File: src/rtl/lcd_raster_pkg.sv
package lcd_raster_pkg;
  // Field widths fixed by the timing word packing
  localparam int HFIELD_W  = 10;
  localparam int WIDTH_F_W = 7;
  localparam int LINES_F_W = 11;
  localparam int VPORCH_W  = 8;
  localparam int VSYNC_F_W = 6;
  localparam int PIX_UNIT  = 16;

  localparam int HTOTAL_MAX = (2 ** WIDTH_F_W) * PIX_UNIT + 3 * (2 ** HFIELD_W);
  localparam int VTOTAL_MAX = (2 ** LINES_F_W) + 2 * (2 ** VPORCH_W - 1) + (2 ** VSYNC_F_W);
  localparam int HCNT_W = $clog2(HTOTAL_MAX + 1);
  localparam int VCNT_W = $clog2(VTOTAL_MAX + 1);

  typedef enum logic [1:0] {
    ST_IDLE  = 2'd0,
    ST_RUN   = 2'd1,
    ST_DRAIN = 2'd2
  } rasterState_t;

  typedef struct packed {
    logic clearPos;   // hold position at origin (raster idle)
    logic step;       // advance one pixel
  } rasterStrobe_t;
endpackage

File: src/rtl/raster_ctrl.sv
module raster_ctrl
  import lcd_raster_pkg::*;
#(
  parameter int DIV_W = 8
) (
  input  logic                 clk,
  input  logic                 rstN,
  input  logic                 rasterEnable,
  input  logic [DIV_W-1:0]     clkDivisor,
  input  logic                 pclkInvert,
  input  logic                 frameWrap,
  output rasterStrobe_t        strobe,
  output logic                 pixelTick,
  output logic                 pixelClkOut,
  output logic                 frameEnd,
  output logic                 frameDone
);
  localparam logic [DIV_W-1:0] MIN_DIV = DIV_W'(2);

  rasterState_t state;
  logic [DIV_W-1:0] divCnt;
  logic [DIV_W-1:0] divEff;
  logic running;
  logic stopping;

  assign divEff    = (clkDivisor < MIN_DIV) ? MIN_DIV : clkDivisor;
  assign running   = (state != ST_IDLE);
  assign pixelTick = running && (divCnt >= divEff - DIV_W'(1));
  assign stopping  = (state == ST_DRAIN) || ((state == ST_RUN) && !rasterEnable);
  assign frameEnd  = pixelTick && frameWrap;

  assign strobe.clearPos = !running;
  assign strobe.step     = pixelTick;

  assign pixelClkOut = (running && (divCnt >= (divEff >> 1))) ^ pclkInvert;

  always_ff @(posedge clk) begin
    if (!rstN) begin
      state     <= ST_IDLE;
      divCnt    <= '0;
      frameDone <= 1'b0;
    end else begin
      frameDone <= 1'b0;
      if (!running) begin
        divCnt <= '0;
        if (rasterEnable) state <= ST_RUN;
      end else begin
        divCnt <= pixelTick ? '0 : divCnt + DIV_W'(1);
        if (stopping && frameEnd) begin
          state     <= ST_IDLE;
          frameDone <= 1'b1;
        end else if ((state == ST_RUN) && !rasterEnable) begin
          state <= ST_DRAIN;
        end
      end
    end
  end

  p_tick_spacing_r1: assert property (@(posedge clk) disable iff (!rstN)
    pixelTick |=> !pixelTick)
    else $error("tick spacing below two cycles");

  p_done_after_end_r11: assert property (@(posedge clk) disable iff (!rstN)
    frameDone |-> $past(frameEnd))
    else $error("frame done without a preceding frame end");

  p_done_single_r11: assert property (@(posedge clk) disable iff (!rstN)
    frameDone |=> !frameDone)
    else $error("frame done longer than one cycle");

  p_done_idle_r11: assert property (@(posedge clk) disable iff (!rstN)
    frameDone |-> !pixelTick)
    else $error("tick while reporting frame done");
endmodule

File: src/rtl/raster_datapath.sv
module raster_datapath
  import lcd_raster_pkg::*;
(
  input  logic               clk,
  input  logic               rstN,
  input  rasterStrobe_t      strobe,
  input  logic [31:0]        timingWord0,
  input  logic [31:0]        timingWord1,
  input  logic [31:0]        timingWord2,
  input  logic               hsyncInvert,
  input  logic               vsyncInvert,
  output logic               frameWrap,
  output logic               hsyncOut,
  output logic               vsyncOut,
  output logic               dataEnable,
  output logic [HCNT_W-1:0]  pixelCount,
  output logic [VCNT_W-1:0]  lineCount
);
  // Field decode (packing positions are part of the interface)
  logic [HFIELD_W-1:0]  hfpField, hbpField, hswField;
  logic [WIDTH_F_W-1:0] widthField;
  logic [LINES_F_W-1:0] linesField;
  logic [VPORCH_W-1:0]  vfpLines, vbpLines;
  logic [VSYNC_F_W-1:0] vswField;

  assign hfpField   = {timingWord2[1:0],   timingWord0[23:16]};
  assign hbpField   = {timingWord2[5:4],   timingWord0[31:24]};
  assign hswField   = {timingWord2[30:27], timingWord0[15:10]};
  assign widthField = {timingWord0[3],     timingWord0[9:4]};
  assign linesField = {timingWord2[26],    timingWord1[9:0]};
  assign vbpLines   = timingWord1[31:24];
  assign vfpLines   = timingWord1[23:16];
  assign vswField   = timingWord1[15:10];

  logic [HCNT_W-1:0] widthPix, hSyncStart, hSyncEnd, hTotal;
  logic [VCNT_W-1:0] linesAct, vSyncStart, vSyncEnd, vTotal;

  assign widthPix   = (HCNT_W'(widthField) + HCNT_W'(1)) * HCNT_W'(PIX_UNIT);
  assign hSyncStart = widthPix   + HCNT_W'(hfpField) + HCNT_W'(1);
  assign hSyncEnd   = hSyncStart + HCNT_W'(hswField) + HCNT_W'(1);
  assign hTotal     = hSyncEnd   + HCNT_W'(hbpField) + HCNT_W'(1);

  assign linesAct   = VCNT_W'(linesField) + VCNT_W'(1);
  assign vSyncStart = linesAct   + VCNT_W'(vfpLines);
  assign vSyncEnd   = vSyncStart + VCNT_W'(vswField) + VCNT_W'(1);
  assign vTotal     = vSyncEnd   + VCNT_W'(vbpLines);

  logic [HCNT_W-1:0] hCount;
  logic [VCNT_W-1:0] vCount;
  logic vsyncState;
  logic lineLast, hsyncTrail;

  assign lineLast   = (hCount == hTotal - HCNT_W'(1));
  assign frameWrap  = lineLast && (vCount == vTotal - VCNT_W'(1));
  assign hsyncTrail = (hCount == hSyncEnd - HCNT_W'(1));

  always_ff @(posedge clk) begin
    if (!rstN || strobe.clearPos) begin
      hCount     <= '0;
      vCount     <= '0;
      vsyncState <= 1'b0;
    end else if (strobe.step) begin
      if (lineLast) begin
        hCount <= '0;
        vCount <= (vCount == vTotal - VCNT_W'(1)) ? '0 : vCount + VCNT_W'(1);
      end else begin
        hCount <= hCount + HCNT_W'(1);
      end
      // vertical sync follows the trailing edge of horizontal sync
      if (hsyncTrail)
        vsyncState <= (vCount >= vSyncStart - VCNT_W'(1)) &&
                      (vCount <  vSyncEnd   - VCNT_W'(1));
    end
  end

  logic active;
  assign active     = !strobe.clearPos;
  assign hsyncOut   = (active && (hCount >= hSyncStart) && (hCount < hSyncEnd)) ^ hsyncInvert;
  assign vsyncOut   = (active && vsyncState) ^ vsyncInvert;
  assign dataEnable = active && (hCount < widthPix) && (vCount < linesAct);
  assign pixelCount = hCount;
  assign lineCount  = vCount;

  p_hcount_range_r6: assert property (@(posedge clk) disable iff (!rstN)
    hCount < hTotal)
    else $error("pixel position beyond line length");

  p_vsync_edge_r8: assert property (@(posedge clk) disable iff (!rstN)
    (!$stable(vsyncState) && !$past(strobe.clearPos)) |-> (hCount == hSyncEnd))
    else $error("vertical sync moved away from horizontal sync trailing edge");

  p_line_step_r5: assert property (@(posedge clk) disable iff (!rstN)
    (!$past(strobe.clearPos) && (vCount != $past(vCount))) |-> (hCount == '0))
    else $error("line advanced mid-line");
endmodule

File: src/rtl/lcd_raster_timer.sv
module lcd_raster_timer
  import lcd_raster_pkg::*;
#(
  parameter int DIV_W = 8
) (
  input  logic               clk,
  input  logic               rstN,
  input  logic               rasterEnable,
  input  logic [31:0]        timingWord0,
  input  logic [31:0]        timingWord1,
  input  logic [31:0]        timingWord2,
  input  logic [DIV_W-1:0]   clkDivisor,
  input  logic               hsyncInvert,
  input  logic               vsyncInvert,
  input  logic               pclkInvert,
  output logic               pixelTick,
  output logic               pixelClkOut,
  output logic               hsyncOut,
  output logic               vsyncOut,
  output logic               dataEnable,
  output logic [HCNT_W-1:0]  pixelCount,
  output logic [VCNT_W-1:0]  lineCount,
  output logic               frameEnd,
  output logic               frameDone
);
  rasterStrobe_t strobe;
  logic frameWrap;

  raster_ctrl #(.DIV_W(DIV_W)) i_ctrl (
    .clk         (clk),
    .rstN        (rstN),
    .rasterEnable(rasterEnable),
    .clkDivisor  (clkDivisor),
    .pclkInvert  (pclkInvert),
    .frameWrap   (frameWrap),
    .strobe      (strobe),
    .pixelTick   (pixelTick),
    .pixelClkOut (pixelClkOut),
    .frameEnd    (frameEnd),
    .frameDone   (frameDone)
  );

  raster_datapath i_datapath (
    .clk         (clk),
    .rstN        (rstN),
    .strobe      (strobe),
    .timingWord0 (timingWord0),
    .timingWord1 (timingWord1),
    .timingWord2 (timingWord2),
    .hsyncInvert (hsyncInvert),
    .vsyncInvert (vsyncInvert),
    .frameWrap   (frameWrap),
    .hsyncOut    (hsyncOut),
    .vsyncOut    (vsyncOut),
    .dataEnable  (dataEnable),
    .pixelCount  (pixelCount),
    .lineCount   (lineCount)
  );
endmodule

File: config.mk
export PLATFORM = sky130hd
export DESIGN_NAME = lcd_raster_timer
export DESIGN_NICKNAME = d
export VERILOG_FILES = /design/src/rtl/lcd_raster_pkg.sv /design/src/rtl/raster_ctrl.sv /design/src/rtl/raster_datapath.sv /design/src/rtl/lcd_raster_timer.sv
export SDC_FILE = /design/constraint.sdc
export NUM_CORES = 1
export LEC_CHECK = 0
export ABC_AREA = 1
export CORE_MARGIN = 5
export CORE_UTILIZATION = 29
export DETAILED_ROUTE_END_ITERATION = 10
export PLACE_DENSITY_LB_ADDON = 0.1
export REMOVE_ABC_BUFFERS = 1
export SLEW_MARGIN = 0
export SYNTH_ARGS = -nofsm -noshare
export SYNTH_HDL_FRONTEND = slang
export SYNTH_SLANG_ARGS = --single-unit
File: constraint.sdc
create_clock -name clk -period 16.5 [get_ports clk]
set_input_delay 2.475 -clock clk [delete_from_list [all_inputs] [get_ports clk]]
set_output_delay 2.475 -clock clk [all_outputs]
set_load 0.02 [all_outputs]
==> summary.md <==
| Metric | Value |
|---|---|
| Detail Placement HPWL | `21,100 µm` |
| Share of final-layout standard cells stronger than drive strength 1 | `7.25%` |
| Post-synthesis area per instance | `6.28 µm²` |
| Leading cell type in the layout, fill and taps excluded | `sky130_fd_sc_hd__nand2_1` |
| Deepest clock path buffer count | `2` |
| Total die area | `32,900 µm²` |
| Net total in the final layout | `1,739` |
| Cell family contributing the most delay on the critical path | `simple AND/OR/NAND/NOR gates` |
| Worst reg2reg path depth | `15` |
| I/O pins | `142` |
| Ys Warns | `0` |
| Sw power | `409 µW` |
| Leakage power total | `0.00523 µW` |
| Non-Filler Cell Area, Final | `10,300 µm²` |
| Post-synth cell types | `54` |
| Number of clock buffers inserted by TritonCTS | `5` |
| Die Span Y | `181 µm` |
| Vias in the first global route | `8,074` |
| Hold-critical path depth | `1` |
| Clk pwr share | `15.7%` |
| Antenna cell count | `0` |
| Non-filler cells, final | `1,860` |
| Part of the total power dissipated in sequential elements | `11.0%` |
| Total Power | `820 µW` |
| Final setup margin | `5.71 ns` |
| CTS root buffer | `sky130_fd_sc_hd__clkbuf_16` |
| Commonest non-fill, non-tap cells in the layout | `353 x sky130_fd_sc_hd__nand2_1, 211 x sky130_fd_sc_hd__inv_1, 149 x sky130_fd_sc_hd__ha_1` |
| Cell Int Power | `411 µW` |
| Number of buffers inserted to repair setup after CTS | `0` |
| Critical path data required time | `14.03 ns` |
| Largest stage delay on the critical path | `0.59 ns` |
| Unrepaired setup endpoints after global routing | `no` |
| Via count | `8,473` |
| Starting DRC count in detailed routing | `224` |
| Max stage delay cell, worst path | `sky130_fd_sc_hd__clkdlybuf4s50_1` |
| Fin Clk Skew | `0.00731 ns` |
| CTS hold repair buffers | `0` |
| Maximum number of pins on one net before global-route repair | `14` |
| R2R Setup Slk | `13.41 ns` |
| Overall track demand over capacity in global routing | `14.1%` |
| # clock sinks | `37` |
| Destination of the worst register-to-register timing path | `i_datapath.pixelCount[12]` |
| Setup TNS | `0 ns` |
| Antenna Violating Nets Remaining | `0` |
| GP Congestion | `0.820` |
| Number of antenna violations at the first check in global routing | `0` |
| Post-Place Worst Slack | `5.64 ns` |
| Detailed-route DRC error count | `0` |
| Startpoint types | `input port` |
| TritonCTS clock tree | `done` |
| Global-route wire length before repair | `39,100 µm` |
| Hold endpoint | `i_ctrl.divCnt[0]` |
| CP Data Arrival Time | `8.31 ns` |
| Cell area power density | `79.4 nW/µm²` |
| Final number of hold-violating endpoints | `0` |
| Status | `finished clean` |
| Worst IR drop on VDD | `0.0365 mV` |
| Initial Utilization | `29.5%` |
| Most numerous cell on the critical path | `sky130_fd_sc_hd__nand2_1` |
| Total of endpoints with negative setup slack in the final report | `0` |
| Max-cap violations | `0` |
| Total overflow reported by the global router | `0` |
| Class of the worst hold path | `reg -> reg` |
| Portion of the post-synthesis area used by sequential elements | `8.70%` |
| Horiz. Die Dim | `181 µm` |
| Post-CTS resize count | `0` |
| Yosys reg bits | `37` |
| Beginning of the worst hold path | `i_ctrl.divCnt[0]` |
| Average detailed-routed wire length per instance | `12.8 µm` |
| Number of max-slew violations in the final report | `0` |
| Reg-to-reg startpoint | `i_ctrl.divCnt[6]` |
| Clock-pin transition on the worst setup and hold timing paths | `0.06 ns` |
| Final period demand of the worst path | `10.79 ns` |
| Tightest Pin Transition | `0.688 ns` |
| Cell area after synthesis | `8520 µm²` |
| Net switching share of the total power | `49.9%` |
| Synthesis-to-layout area growth | `21.2%` |
| Maximum frequency from static timing analysis | `92.7 MHz` |
| Kind of critical path | `in -> out` |
| Standard cell area after detailed placement | `10,100 µm²` |
| Rows | `62` |
| Share of total power in combinational logic | `73.3%` |
| Total iterations of the first detailed-routing run | `4` |
| Core outline area | `28,900 µm²` |
| Max FO, Critical Path | `5` |
| Skew-Pair Late Insertion Delay | `0.28 ns` |
| Synthesized netlist cell count | `1,356` |
| Crit share post-route | `65.4%` |
| Number of levels the H-tree was split into | `2` |
| Critical path endpoint category | `output port` |
| Dpl cells | `1,852` |
| Post-Route WL | `23,800 µm` |
| Via-per-instance ratio | `4.56` |
| Number of buffers inserted by port buffering | `115` |
| Total buffers and inverters traversed by the critical path | `6` |
| Worst rel slew slack | `53.0%` |
## layer usage
metal | global-route usage [%] | up-vias | part of all wire [%]
met5 | 0 | - | 0
met4 | 2.31 | 0 | 1.3
met3 | 1.30 | 14 | 2.6
met2 | 22.5 | 93 | 42
met1 | 21.0 | 3729 | 54
li1 | - | 4637 | -
## cell type report
type	count	area (µm²)
inverter	223	840
tap	384	480
multi-input combinational	1092	6910
sequential	37	741
clock buffer	5	125
clock inverter	3	68.8
timing repair buffer	116	1160
fill	3302	18500
## metrics by stage
stage          hold slack (ns)  utilization, %
2_1_floorplan            0.430               -
3_3_place_gp             0.448            35.1
3_5_place_dp             0.451            35.1
4_1_cts                  0.466            35.8
5_1_grt                  0.516            35.8
6_report                 0.464            35.8
## worst max path at each step
stage                               from  endpoint  slack [ns]  cells past startpoint
after floorplan           timingWord1[0]  frameEnd        7.35                     28
after detailed placement  timingWord1[0]  frameEnd        5.64                     34
after global placement    timingWord1[0]  frameEnd        5.69                     34
after CTS                 timingWord1[0]  frameEnd        5.62                     34
after global routing      timingWord1[0]  frameEnd        5.08                     34
final                     timingWord1[0]  frameEnd        5.71                     34
## power groups by stage
stage / logic [µW] / clock network, µW / registers, µW
2_1_floorplan: 476 / 0 / 92.3
3_3_place_gp: 599 / 0 / 92.4
3_5_place_dp: 606 / 0 / 92.4
4_1_cts: 609 / 132 / 90.3
5_1_grt: 702 / 136 / 90.4
6_report: 601 / 129 / 90.4
## cells by family (layout without fill, tap and decap cells)
| logic type | Yosys count | after routing | synth area share (%) |
|---|---|---|---|
| xor+xnor | 89 | 89 | 9.49 |
| buf+inv | 227 | 347 | 10.2 |
| compound gates | 118 | 118 | 8.12 |
| fa+ha+maj | 154 | 154 | 23.1 |
| simple gates | 731 | 731 | 40.4 |
| flops | 37 | 37 | 8.70 |
## cell usage after synthesis, drive strengths merged
library cell,n,area share [%]
a2111oi,2,0.21
a211oi,2,0.24
a21boi,4,0.35
a21o,6,0.53
a21oi,57,3.3
a221oi,1,0.10
a311oi,1,0.10
a31oi,3,0.22
and3,1,0.073
buf,3,0.32
clkbuf,1,0.044
clkinv,1,0.044
dfxtp,37,8.7
fa,5,1.2
ha,149,22
inv,222,9.8
nand2,391,19
nand2b,1,0.073
nand3,117,7.3
nand3b,5,0.44
nand4,38,3.0
nor2,131,7.2
nor3,28,1.7
nor3b,10,1.1
nor4,2,0.15
o2111ai,1,0.10
o211ai,1,0.088
o21a,8,0.71
o21ai,25,1.5
o21bai,3,0.26
o221ai,1,0.10
o22ai,1,0.073
o31ai,2,0.18
or2,7,0.51
xnor2,24,2.5
xnor3,1,0.26
xor2,64,6.8
## sequential cells by signal, summed over array words and instances, names as in the netlist
register / count
i_datapath.pixelCount: 13
i_ctrl.frameDone: 1
i_datapath.lineCount: 12
i_ctrl.state: 2
i_datapath.vsyncState: 1
i_ctrl.divCnt: 8
## worst reg2reg max path, stage by stage (launching register included)
cell	delay, ns
sky130_fd_sc_hd__dfxtp_1	0.36
sky130_fd_sc_hd__ha_1	0.30
sky130_fd_sc_hd__nand2_1	0.07
sky130_fd_sc_hd__nor2_1	0.14
sky130_fd_sc_hd__nand4_1	0.09
sky130_fd_sc_hd__nand3_1	0.14
sky130_fd_sc_hd__nand2_1	0.23
sky130_fd_sc_hd__clkinv_1	0.28
sky130_fd_sc_hd__nand3_1	0.18
sky130_fd_sc_hd__nor3_1	0.35
sky130_fd_sc_hd__and3_1	0.27
sky130_fd_sc_hd__nand2_1	0.10
sky130_fd_sc_hd__inv_1	0.10
sky130_fd_sc_hd__nand4_1	0.15
sky130_fd_sc_hd__nand2_1	0.10
sky130_fd_sc_hd__nor3b_1	0.16
Note: power is estimated with default switching activity, not from simulation.
